$ cat src/rtl/smgrp_pkg.sv
package smgrp_pkg;

    typedef enum logic [1:0] {
        CL_IDLE   = 2'd0,
        CL_SHARED = 2'd1,
        CL_SPLIT  = 2'd2
    } cl_state_e;

    typedef struct packed {
        logic lead;
        logic follow;
        logic shared;
        logic fe_off;
    } sm_role_t;

    function automatic cl_state_e next_state(
        input cl_state_e cur,
        input logic      start,
        input logic      stop,
        input logic      all_active,
        input logic      diverged
    );
        cl_state_e nxt;
        nxt = cur;
        if (start) begin
            nxt = all_active ? CL_SHARED : CL_SPLIT;
        end else if (stop) begin
            nxt = CL_IDLE;
        end else if (cur == CL_SHARED && diverged) begin
            nxt = CL_SPLIT;
        end
        return nxt;
    endfunction

endpackage

$ cat src/rtl/smgrp_div_detect.sv
module smgrp_div_detect #(
    parameter int N    = 4,
    parameter int PC_W = 32
) (
    input  logic [N-1:0]      vld_i,
    input  logic [N*PC_W-1:0] pc_i,
    output logic              div_o
);
    always_comb begin
        div_o = 1'b0;
        for (int a = 0; a < N; a++) begin
            for (int b = a + 1; b < N; b++) begin
                if (vld_i[a] && vld_i[b] &&
                    (pc_i[a*PC_W +: PC_W] != pc_i[b*PC_W +: PC_W])) begin
                    div_o = 1'b1;
                end
            end
        end
    end
endmodule

$ cat src/rtl/smgrp_cl_fsm.sv
module smgrp_cl_fsm
    import smgrp_pkg::*;
(
    input  logic      clk,
    input  logic      rst,
    input  logic      start_i,
    input  logic      stop_i,
    input  logic      all_active_i,
    input  logic      div_i,
    output cl_state_e state_o
);
    cl_state_e state_q;

    always_ff @(posedge clk) begin
        if (rst) state_q <= CL_IDLE;
        else     state_q <= next_state(state_q, start_i, stop_i, all_active_i, div_i);
    end

    assign state_o = state_q;

    assert_launch_groups_R2: assert property (@(posedge clk) disable iff (rst)
        (start_i && all_active_i) |=> (state_q == CL_SHARED));
    assert_inactive_blocks_R4: assert property (@(posedge clk) disable iff (rst)
        (start_i && !all_active_i) |=> (state_q != CL_SHARED));
    assert_diverge_splits_R5: assert property (@(posedge clk) disable iff (rst)
        (state_q == CL_SHARED && div_i && !start_i && !stop_i) |=> (state_q == CL_SPLIT));
    assert_split_holds_R6: assert property (@(posedge clk) disable iff (rst)
        (state_q != CL_SHARED && !start_i) |=> (state_q != CL_SHARED));
    assert_end_clears_R7: assert property (@(posedge clk) disable iff (rst)
        (stop_i && !start_i) |=> (state_q == CL_IDLE));
endmodule

$ cat src/rtl/smgrp_role_map.sv
module smgrp_role_map
    import smgrp_pkg::*;
#(
    parameter int N = 4
) (
    input  cl_state_e      state_i,
    output logic [N-1:0]   lead_o,
    output logic [N-1:0]   follow_o,
    output logic [N-1:0]   shared_o,
    output logic [N-1:0]   fe_off_o
);
    sm_role_t role [N];

    for (genvar m = 0; m < N; m++) begin : g_member
        always_comb begin
            role[m].shared = (state_i == CL_SHARED);
            role[m].lead   = role[m].shared && (m == 0);
            role[m].follow = role[m].shared && (m != 0);
            role[m].fe_off = role[m].follow;
        end
        assign lead_o[m]   = role[m].lead;
        assign follow_o[m] = role[m].follow;
        assign shared_o[m] = role[m].shared;
        assign fe_off_o[m] = role[m].fe_off;
    end
endmodule

$ cat src/rtl/sm_group_ctrl.sv
module sm_group_ctrl
    import smgrp_pkg::*;
#(
    parameter int NUM_SM  = 16,
    parameter int CLUSTER = 4,
    parameter int PC_W    = 32
) (
    input  logic                   clk,
    input  logic                   rst,
    input  logic                   kern_start_i,
    input  logic                   kern_end_i,
    input  logic [NUM_SM-1:0]      sm_active_i,
    input  logic [NUM_SM-1:0]      nxt_vld_i,
    input  logic [NUM_SM*PC_W-1:0] nxt_pc_i,
    output logic [NUM_SM-1:0]      lead_o,
    output logic [NUM_SM-1:0]      follow_o,
    output logic [NUM_SM-1:0]      shared_o,
    output logic [NUM_SM-1:0]      fe_off_o
);
    localparam int NUM_CL = NUM_SM / CLUSTER;
    localparam int SLICE  = CLUSTER * PC_W;

    for (genvar c = 0; c < NUM_CL; c++) begin : g_cl
        logic      div;
        logic      all_act;
        cl_state_e st;

        assign all_act = &sm_active_i[c*CLUSTER +: CLUSTER];

        smgrp_div_detect #(.N(CLUSTER), .PC_W(PC_W)) u_div (
            .vld_i (nxt_vld_i[c*CLUSTER +: CLUSTER]),
            .pc_i  (nxt_pc_i[c*SLICE +: SLICE]),
            .div_o (div)
        );

        smgrp_cl_fsm u_fsm (
            .clk          (clk),
            .rst          (rst),
            .start_i      (kern_start_i),
            .stop_i       (kern_end_i),
            .all_active_i (all_act),
            .div_i        (div),
            .state_o      (st)
        );

        smgrp_role_map #(.N(CLUSTER)) u_map (
            .state_i  (st),
            .lead_o   (lead_o[c*CLUSTER +: CLUSTER]),
            .follow_o (follow_o[c*CLUSTER +: CLUSTER]),
            .shared_o (shared_o[c*CLUSTER +: CLUSTER]),
            .fe_off_o (fe_off_o[c*CLUSTER +: CLUSTER])
        );

        assert_one_lead_R2: assert property (@(posedge clk) disable iff (rst)
            $onehot0(lead_o[c*CLUSTER +: CLUSTER]));
        assert_gate_not_lead_R3: assert property (@(posedge clk) disable iff (rst)
            ((fe_off_o[c*CLUSTER +: CLUSTER] & lead_o[c*CLUSTER +: CLUSTER]) == '0));
        assert_gate_needs_share_R3: assert property (@(posedge clk) disable iff (rst)
            ((fe_off_o[c*CLUSTER +: CLUSTER] & ~shared_o[c*CLUSTER +: CLUSTER]) == '0));
    end

    initial begin
        assert_cluster_size_R2: assert ((CLUSTER == 2 || CLUSTER == 4) &&
                                        (NUM_SM % CLUSTER == 0))
            else $error("CLUSTER must be 2 or 4 and must divide NUM_SM");
    end
endmodule

$ cat config.mk
export PLATFORM = sky130hd
export DESIGN_NAME = sm_group_ctrl
export DESIGN_NICKNAME = d
export VERILOG_FILES = /design/src/rtl/smgrp_pkg.sv /design/src/rtl/smgrp_div_detect.sv /design/src/rtl/smgrp_cl_fsm.sv /design/src/rtl/smgrp_role_map.sv /design/src/rtl/sm_group_ctrl.sv
export SDC_FILE = /design/constraint.sdc
export NUM_CORES = 1
export LEC_CHECK = 0
export ABC_AREA = 1
export CORE_AREA = 2 2 237 239
export CTS_CLUSTER_SIZE = 10
export DETAILED_ROUTE_END_ITERATION = 10
export DIE_AREA = 0 0 239 241
export MAX_ROUTING_LAYER = met4
export SLEW_MARGIN = 20
export SYNTH_ARGS = -nofsm -noshare
export SYNTH_HDL_FRONTEND = slang
export SYNTH_SLANG_ARGS = --single-unit
$ cat constraint.sdc
create_clock -name clk -period 1.6 [get_ports clk]
set_input_delay 0.32 -clock clk [delete_from_list [all_inputs] [get_ports clk]]
set_output_delay 0.32 -clock clk [all_outputs]
set_load 0.1 [all_outputs]
==> results.toml <==
[cts]
cts_buffer_depth = 2
cts_buffers = 3
h-tree-depth = 1
clkTransAtPathRegs_ps = 40
root_buffer = "clkbuf_16"
clock_latency_ps = 230
cts_sinks = 8
cts_tree = "yes"

[global_route]
grt_max_degree = 13
grt.overflow.total = 0
antenna_found_initial = 16
grt_pass1_wl_um = 74300
grt_pass1_vias = 13200
grt_usage_pct = 17.2

[logic_synthesis]
synthTopCellsByArea = "xnor2_1 (53%), nand2_1 (26%), nor2_1 (8.5%)"
ys_types = 14
ys_ff_latch = 8
syn_inst = 1964
yosysTopAreaCell = "xnor2_1"
syn_avg_cell_area_um2 = 5.72
ys_seq_area_share_pct = 1.43
synth_top_area_share_pct = 53.0
yosysWarningCount = 0
netlist_area_um2 = 11200

[critical_path]
cp_max_fo = 3
r2r_start = "g_cl[1].u_fsm.state_o[1]"
ff2ff_setup_slack_ps = 540
worstSetupPathType = "in2reg"
worst_ep_arrival_time_ps = 1750
worstRegToRegCells = 6
crit_required_ps = 1720
end_kind = "register"
r2r-end = "g_cl[1].u_fsm.state_o[1]"
start_kind = "input port"

[finish]
syn_to_final_growth_pct = 67.6
layout-drive-gt1-share_pct = 39.6
largest_reg_flops = 8
nNetsFinal = 3148
layout.cells.most_common = "nand2_1"
layout_common_cells = "nand2_1 (741), xnor2_1 (478), buf_2 (272)"
fin_area_um2 = 18800
final_util_pct = 34.3

[timing]
finalHoldViolations = 0
fmax_mhz = 614
finalWorstSetupSlack_ps = -29.5
finalSetupTns_ps = -29.5
fin_crit_sh_pct = 102
finalCriticalPeriod_ps = 1630
fin_worst_skew_ps = 0.124
rsz0062_at_grt = "yes"
slew_viol_final = 0
setup_violations = 1
hold_slack_ps = 487

[power]
leakagePower_nw = 8.58
peakVddDrop_v = 0.000217
total_power_w = 0.00589
power.density_nw_per_um2 = 313

[floorplanning]
coreArea_um2 = 54900
ioPinCount = 612
rows = 86
die_h_um = 241
initial_core_util_pct = 20.5
die_x_um = 239
dieArea_um2 = 57600

[placed_design]
dp_hpwl_um = 45600
placed_cell_area_um2 = 18800
gp_congestion = 0.951
numPortBuffers = 591

[detailed_routing]
postRouteAntennaNets = 0
totalWireLength_um = 51200
drt_iter0_markers = 355
via_count = 13300
drt-pass1-iter-count = 4
viasPerCell = 3.99
routedWlPerCell_um = 15.4
remaining_drc_errors = 0

[run]
cap_violations = 0

[min_path]
hold_depth = 2
min_from = "g_cl[0].u_fsm.state_o[0]"
min_path_type = "reg2reg"
min_to = "g_cl[0].u_fsm.state_o[0]"

[status]
status = "finished with violations"
violations = "setup timing"
## how the worst max path moves through the flow
| stage | from | to | slack, ps | cells after the start |
|---|---|---|---|---|
| after floorplan | g_cl[2].u_fsm.state_o[0] | fe_off_o[10] | -80 | 3 |
| after global placement | nxt_pc_i[121] | g_cl[0].u_fsm.state_o[1] | -900 | 16 |
| after detailed placement | nxt_pc_i[121] | g_cl[0].u_fsm.state_o[1] | -900 | 16 |
| after CTS | nxt_pc_i[99] | g_cl[0].u_fsm.state_o[1] | -70 | 16 |
| after global routing | nxt_pc_i[121] | g_cl[0].u_fsm.state_o[1] | -220 | 16 |
| final | nxt_pc_i[222] | g_cl[1].u_fsm.state_o[1] | -30 | 15 |
## cells in the mapped netlist
library cell  count
a21o_1            1
a21oi_1           4
buf_4            60
conb_1            1
dfxtp_1           8
inv_1           145
nand2_1         772
nand3_1          12
nand4_1          12
nor2_1          253
nor3_1            4
o21ai_1           4
xnor2_1         680
xor2_1            8
## power breakdown
group          switching (W)  internal [W]  leakage (nW)
sequential        0.00000986      0.000210        0.0658
combinational        0.00265       0.00260          8.48
clock              0.0000965      0.000322        0.0371
total                0.00276       0.00313          8.58
## worst max-delay path: stages
cell and delay, ps:
clkdlybuf4s15_2 220, xnor2_1 170, nand2_1 80, nor2_2 110, nand2_1 80, nor2_2 90
nand2_1 50, nand2_1 60, nand2_1 60, nor2_2 120, nand2_2 80, nand2_2 70
nand2_1 70, o21ai_2 120, inv_1 40
## metrics by stage
| stage | worst slack [ps] | std cells |
|---|---|---|
| final | -29.5 | 3322 |
| after global routing | -216 | 3318 |
| after CTS | -72.7 | 3302 |
| after detailed placement | -904 | 3303 |
| after global placement | -898 | 3303 |
| after floorplan | -81.9 | 1983 |
## metal layers
layer | track usage (%) | wire [um] | vias to the layer above
met3 | 2.73 | 2460 | 54
li1 | - | - | 7074
met4 | 4.39 | 1050 | 0
met1 | 20.6 | 21900 | 5799
met2 | 29.8 | 25800 | 323
met5 | - | 0 | -
## area by class of cell
cell class | instances | area, um2
Fill cell | 6116 | 36100
Multi-Input combinational cell | 1770 | 12200
Timing Repair Buffer | 672 | 4930
Tap cell | 704 | 881
Inverter | 145 | 544
Sequential cell | 8 | 160
Clock buffer | 3 | 75.1
Antenna cell | 20 | 50.0
## timing repair
item	4_1_cts	5_1_grt
hold buffers	0	0
setup endpoints to repair	8	8
buffers inserted	0	2
gates resized for setup	1577	851
pin swaps	479	441
## cell families after synthesis
logic type	Yosys count	synth area share (%)
flops	8	1.43
other cells	1	0.0334
compound gates	9	0.423
xor+xnor	688	53.6
simple gates	1053	35.6
buf+inv	205	8.85
No activity file was read; power rests on OpenSTA's default activity.
